File: config.mk
export PLATFORM = sky130hd
export DESIGN_NAME = evt_updown_counter
export DESIGN_NICKNAME = d
export VERILOG_FILES = /design/src/rtl/evt_cnt_pkg.sv /design/src/rtl/evt_rise_detect.sv /design/src/rtl/evt_sat_acc.sv /design/src/rtl/evt_ge_cmp.sv /design/src/rtl/evt_updown_counter.sv
export SDC_FILE = /design/constraint.sdc
export NUM_CORES = 1
export LEC_CHECK = 0
export BUFFER_PORTS_ARGS = -buffer_cell sky130_fd_sc_hd__buf_2
export CORE_ASPECT_RATIO = 1.1
export CORE_MARGIN = 8
export CORE_UTILIZATION = 35
export CTS_CLUSTER_DIAMETER = 150
export CTS_CLUSTER_SIZE = 14
export DETAILED_ROUTE_END_ITERATION = 10
export PLACE_DENSITY = 0.61
export SYNTH_ARGS = -nofsm -noshare
export SYNTH_HDL_FRONTEND = slang
export SYNTH_SLANG_ARGS = --single-unit
File: constraint.sdc
create_clock -name clk -period 9.76 [get_ports clk]
set_clock_uncertainty 0.2 [all_clocks]
set_input_delay 0.488 -clock clk [delete_from_list [all_inputs] [get_ports clk]]
set_output_delay 0.488 -clock clk [all_outputs]
set_load 0.05 [all_outputs]
File: src/rtl/evt_cnt_pkg.sv
// Package: shared channel indices for the event counter.
// Assumes two channels only: one up, one down.
package evt_cnt_pkg;
    localparam int CH_UP  = 0;
    localparam int CH_DN  = 1;
    localparam int NUM_CH = 2;
endpackage

File: src/rtl/evt_rise_detect.sv
// Rising-change detector: registers each level input and flags a
// 0-to-1 change between consecutive clock edges.
// Assumes the inputs are synchronous to clk.
module evt_rise_detect #(
    parameter int N = 2
) (
    input  logic         clk,
    input  logic         rst_n,
    input  logic [N-1:0] lvl,
    output logic [N-1:0] lvl_q,
    output logic [N-1:0] rise
);
    for (genvar i = 0; i < N; i++) begin : g_ch
        // Holds the level seen at the previous edge; cleared by reset.
        always_ff @(posedge clk) begin
            if (!rst_n) lvl_q[i] <= 1'b0;
            else        lvl_q[i] <= lvl[i];
        end

        // A change is flagged when the input is high now and was low before.
        always_comb rise[i] = lvl[i] & ~lvl_q[i];

        // The stored level follows the input one edge later
        assert_level_delay_R8: assert property (@(posedge clk) disable iff (!rst_n)
            rst_n |=> (lvl_q[i] == $past(lvl[i])));
    end
endmodule

File: src/rtl/evt_sat_acc.sv
// Saturating signed accumulator: +1 on inc, -1 on dec, and no change
// when both arrive together. clr forces zero and takes priority.
// Assumes inc and dec are single-cycle event strobes.
module evt_sat_acc #(
    parameter int W = 16
) (
    input  logic                clk,
    input  logic                rst_n,
    input  logic                clr,
    input  logic                inc,
    input  logic                dec,
    output logic signed [W-1:0] acc
);
    localparam logic signed [W-1:0] MAXV = {1'b0, {(W-1){1'b1}}};
    localparam logic signed [W-1:0] MINV = {1'b1, {(W-1){1'b0}}};
    localparam logic signed [W-1:0] ONE  = {{(W-1){1'b0}}, 1'b1};
    localparam logic signed [W-1:0] ZERO = '0;

    logic signed [W-1:0] acc_nxt;

    // Chooses the next value: clear first, then a single step with saturation.
    always_comb begin
        acc_nxt = acc;
        if (clr)                                 acc_nxt = ZERO;
        else if (inc && !dec && (acc != MAXV))   acc_nxt = acc + ONE;
        else if (dec && !inc && (acc != MINV))   acc_nxt = acc - ONE;
    end

    // Stores the accumulator; reset clears it.
    always_ff @(posedge clk) begin
        if (!rst_n) acc <= ZERO;
        else        acc <= acc_nxt;
    end

    // An up event below the maximum adds one
    assert_up_step_R1: assert property (@(posedge clk) disable iff (!rst_n)
        (!clr && inc && !dec && acc != MAXV) |=> (acc == $past(acc) + ONE));
    // A down event above the minimum subtracts one
    assert_dn_step_R2: assert property (@(posedge clk) disable iff (!rst_n)
        (!clr && dec && !inc && acc != MINV) |=> (acc == $past(acc) - ONE));
    // Simultaneous events, or none, leave the value alone
    assert_hold_R4: assert property (@(posedge clk) disable iff (!rst_n)
        (!clr && (inc == dec)) |=> $stable(acc));
    // The value sticks at the upper limit
    assert_sat_high_R5: assert property (@(posedge clk) disable iff (!rst_n)
        (!clr && acc == MAXV && !dec) |=> (acc == MAXV));
    // The value sticks at the lower limit
    assert_sat_low_R5: assert property (@(posedge clk) disable iff (!rst_n)
        (!clr && acc == MINV && !inc) |=> (acc == MINV));
    // Clear wins over any event
    assert_clear_R6: assert property (@(posedge clk) disable iff (!rst_n)
        clr |=> (acc == ZERO));
endmodule

File: src/rtl/evt_ge_cmp.sv
// Signed greater-or-equal comparator between the accumulator and the preset.
// Purely combinational.
module evt_ge_cmp #(
    parameter int W = 16
) (
    input  logic signed [W-1:0] a,
    input  logic signed [W-1:0] b,
    output logic                ge
);
    // Signed compare of the two operands.
    always_comb ge = (a >= b);
endmodule

File: src/rtl/evt_updown_counter.sv
// Top: up/down event counter. The level inputs pass through a
// rising-change detector and drive a saturating accumulator, and a
// comparator produces the done flag.
// Assumes all inputs are synchronous to clk and rst_n is active low.
module evt_updown_counter #(
    parameter int W = 16
) (
    input  logic                clk,
    input  logic                rst_n,
    input  logic                up_in,
    input  logic                dn_in,
    input  logic                clr,
    input  logic signed [W-1:0] preset,
    output logic signed [W-1:0] count,
    output logic                up_en,
    output logic                dn_en,
    output logic                done
);
    import evt_cnt_pkg::*;

    logic [NUM_CH-1:0] lvl, lvl_q, rise;

    // Packs the two condition inputs into the channel vector.
    always_comb begin
        lvl[CH_UP] = up_in;
        lvl[CH_DN] = dn_in;
    end

    evt_rise_detect #(.N(NUM_CH)) u_rise (
        .clk   (clk),
        .rst_n (rst_n),
        .lvl   (lvl),
        .lvl_q (lvl_q),
        .rise  (rise)
    );

    evt_sat_acc #(.W(W)) u_acc (
        .clk   (clk),
        .rst_n (rst_n),
        .clr   (clr),
        .inc   (rise[CH_UP]),
        .dec   (rise[CH_DN]),
        .acc   (count)
    );

    evt_ge_cmp #(.W(W)) u_cmp (
        .a  (count),
        .b  (preset),
        .ge (done)
    );

    // Brings the registered levels out as the enable flags.
    always_comb begin
        up_en = lvl_q[CH_UP];
        dn_en = lvl_q[CH_DN];
    end

    // After a reset edge both enable flags are low
    assert_reset_flags_R9: assert property (@(posedge clk)
        !rst_n |=> (!up_en && !dn_en));
endmodule

# == Word level (Yosys, flattened, before mapping) ==
# Index checks and enable logic that the tools add are counted.
# op_classes
n_addsub,2
reduce_logical,8
bitwise,5
magnitude_cmp,1
eq_ne,2
mux,2
# op_table
cell,count
$mux W16,2
$ne A16 B16 Y1 const B,2
$add A16 B2 Y16 const B,1
$ge A16 B16 Y1,1
$sub A16 B2 Y16 const B,1
$logic_and A1 B1 Y1,4
$not A1 Y1,3
$and A1 B1 Y1,2
$logic_not A1 Y1,2
$reduce_bool A2 Y1,1
$reduce_or A2 Y1,1
# totals
output_inout_bits,19
elab_cells,23
register_bits,18

# == Logic depth before layout (Yosys ltp) ==
# logic_depth
word_depth,7
depth_mapped,10
depth_no_buf,10

# == Modules after synthesis ==
# A second synthesis with hierarchy kept.
# unflattened
cells_unflattened,229
area_unflattened_um2,1864.3
# modules_own_cells
mod,area_each_um2,cells_per_inst,instances
evt_sat_acc,1371.3,169,1
evt_ge_cmp,412.9,54,1
evt_rise_detect,80.1,6,1

# == Least setup slack after synthesis ==
# OpenSTA, ideal clock, no wires.
# synth_path
kind,register to register
from,reg u_acc.acc[6]
to,reg u_acc.acc[11]
setup_ps,122
n_path_buf,0
required_ps,9438
period_less_slack_ps,3563
slack_ps,6197
t_arrival_ps,3241
path_stages_with_launch,10
cell_sequence,dfxtp_1 -> nand4b_1 -> nor4_4 -> or2_1 -> ha_1 -> a221o_1 -> and3_1 -> a21oi_1 -> xor2_1 -> o22ai_1
# synth_via
elab_chain_len,3
elab_cells_between_ends,9
# synth_lines
element,line_no,rtl
"start, declared",evt_sat_acc.sv:12,output logic signed [W-1:0] acc
"start signal, assigned",evt_sat_acc.sv:32,else acc <= acc_nxt;
"$sub A16 B2 Y16, or another cell as far along",evt_sat_acc.sv:26,else if (dec && !inc && (acc != MINV)) acc_nxt = acc - ONE;
"$mux W16, or another cell as far along",evt_sat_acc.sv:26,
$mux W16 or $reduce_bool A2 Y1 (tied branches),n/a,
# Parallel ways exist; a longest one is shown, timed or not. The select of a mux whose other input is x is not followed.
# A chain may end at the register's enable or synchronous reset.

# == Worst setup path in the final report ==
# layout_path
from,reg u_acc.acc[15]
to,reg u_acc.acc[11]
# layout_via
elab_chain_len,3
elab_cells_between_ends,6
# layout_lines
element,line_no
$ne A16 B16 Y1 (on tied branches),"evt_sat_acc.sv:25, evt_sat_acc.sv:26"
$logic_and A1 B1 Y1 (on tied branches),"evt_sat_acc.sv:25, evt_sat_acc.sv:26"
$mux W16 or $reduce_bool A2 Y1 (tied branches),n/a
# Parallel ways exist; a longest one is shown, timed or not.

==> results.ini <==
[worst_setup_path]
timing.critical_path.buf_inv=0
cp_top_family=simple AND/OR/NAND/NOR gates
cpPeakStageDelay_ns=0.57
slowest_stage=or2_1
end_kind=flip-flop
path_cells=nand4b_1, nor4_4, or2_1, ha_1, a221o_1, and3_1, a21oi_1, xor2_1, o22ai_1
worstPathRequired_ns=9.68
arrival_ns=3.60
critical_path_class=reg -> reg
cp-start-kind=flip-flop
path_max_fanout=16

[route]
drt_first_pass_iters=4
wl_per_cell_um=14.7
via_per_inst=5.44
vias=1991
drc_errors=0
drtIter0Drc=126
final_antenna_net_count=0
wirelength_um=5360

[synthesis]
synth_edf_count=0
ys_dominant_reg_cell=dfxtp_1
yosysUniqueCellTypes=55
synth_fp_nets=305
ys_seq_elements=18
syn_inst=252
yosys.area.top_type_share_pct=18.8
ys_warn_count=0
ys_seq_area_share_pct=17.5
synth_area_leaders=ha_1 19%, dfxtp_1 18%, a21o_1 4.4%, nand2_1 4.4%, a21oi_1 3.9%
yosys.cell_count.top_type=ha_1
syn_area_um2=2060
synth_largest_area_cell=ha_1
synthArstFlopShare_pct=0
synth_commonest_cells=31 x ha_1, 24 x nand2_1, 21 x inv_1
avgSynthCellArea_um2=8.17

[placed_design]
hpwlAfterDp_um=4300
place_ws_ns=6.12
postPlaceCellArea_um2=2310
gp_congestion=0.837
portBuffers=39

[die]
row_count=29
initial_core_util_pct=35.9
die_w_um=89.1
fp.dieArea_um2=8590
core-area_um2=5730
boundaryPins=40
die_h_um=96.4

[power_and_ir_drop]
power_mw=0.300
leakagePower_nw=1.15
peakVddDrop_mv=0.0701
power_density_nw_per_um2=127

[clock_network]
cts_resized=0
cts_sinks=18
numCtsBuffers=3
cts_tree=yes
ctsRootBufferMaster=clkbuf_8
clkLatencyLatePin_ns=0.26
clk_path_buf_depth=2
postCtsSetupBuffers=0
holdBufCountCts=0
htreeDepth=1
clk_pin_slew_ns=0.08

[sta]
fmaxAchievable_mhz=272
finalCritPeriodShare_pct=37.7
relSlewSlack_pct=32.1
slew_violations=0
period_needed_ns=3.68
finalHoldViolations=0
max_slew.worst_pin.slew_ns=1.02
hold_slack_ns=0.246
setup_violations=0
setup_ws_ns=6.08
rsz0062_at_grt=no
fin_setup_tns_ns=0

[job]
maxCapViolations=0

[outcome]
outcome=finished, final reports clean

[finish]
drive_gt1_share_pct=20.8
area_delta_synth_final_pct=15.0
layout.nets=343
final_area_um2=2370
num-fill-cells=624
antenna_cells=0

[global_route]
antenna_found_initial=0
grt_pass1_vias=1945
grt-ovfl-total=0
grt.total_usage_pct=13.3
grt_pass1_wl_um=9010
grt_max_degree=17

[worst_hold_path]
hp-class=in -> reg

-- logic make-up (layout without fill, tap and decap cells) --
group / after synthesis / count (layout) / share of synthesized area (%)
buf+inv: 27 / 64 / 5.71
flops: 18 / 18 / 17.5
simple gates: 90 / 90 / 24.4
compound gates: 79 / 79 / 30.0
xor+xnor: 6 / 6 / 2.55
fa+ha+maj: 32 / 32 / 19.8
-- where the power goes --
group,internal (mW),switching (mW)
logic,0.0548,0.0926
registers,0.0789,0.00980
clock network,0.0359,0.0281
total,0.170,0.131
-- registers in the layout, summed over array words and instances, names as in the netlist --
| name | flops |
|---|---|
| u_rise.lvl_q | 2 |
| u_acc.acc | 16 |
-- layout by cell type, fill, tap and decap left out, drive strengths merged, types with 2 or more instances in the layout --
cell type,instances
and3,2
o2111ai,3
o22ai,3
o21ai,8
clkbuf,4
o211ai,9
ha,31
nor2,9
nand3,10
a21o,12
nor2b,6
nand4b,3
nor4,5
nand2b,5
o21a,3
or2,2
or3,3
inv,21
and2,4
nor3,4
a211oi,4
o2111a,2
nand2,24
xor2,3
buf,39
a21oi,22
dfxtp,18
or4,2
xnor2,3
nand4,7
-- worst paths after layout --
path	from	end	slack (ns)	depth (start not counted)
worst max register to register	u_acc.acc[15]$_SDFFE_PP0P_	u_acc.acc[11]$_SDFFE_PP0P_	6.08	9
worst min register to register	u_acc.acc[5]$_SDFFE_PP0P_	u_acc.acc[5]$_SDFFE_PP0P_	0.35	2
worst min-delay path	up_in	u_rise.lvl_q[0]$_SDFF_PN0_	0.25	2
worst max-delay path	u_acc.acc[15]$_SDFFE_PP0P_	u_acc.acc[11]$_SDFFE_PP0P_	6.08	9
-- through the flow --
| step | util, % | cells |
|---|---|---|
| 6_report | 41.3 | 366 |
| 5_1_grt | 41.3 | 366 |
| 4_1_cts | 41.3 | 366 |
| 3_5_place_dp | 40.3 | 362 |
| 3_3_place_gp | 40.3 | 362 |
| 2_1_floorplan | - | 252 |
-- routing by layer --
| layer | global-route usage, % | wire (um) | vias to the layer above |
|---|---|---|---|
| met5 | 0 | 0 | - |
| met4 | 4.99 | 108 | 0 |
| met3 | 2.79 | 282 | 6 |
| met2 | 22.9 | 2620 | 39 |
| met1 | 15.7 | 2350 | 927 |
| li1 | - | - | 1019 |
-- area by class of cell --
cell class	instances	area [um2]	share of cell area, %
timing repair buffer	39	195	8.25
tap	77	96.3	4.07
multi-input combinational	207	1580	66.8
clock buffer	4	55.1	2.33
inverter	21	78.8	3.33
sequential	18	360	15.2
(Power assumes the default switching activity.)
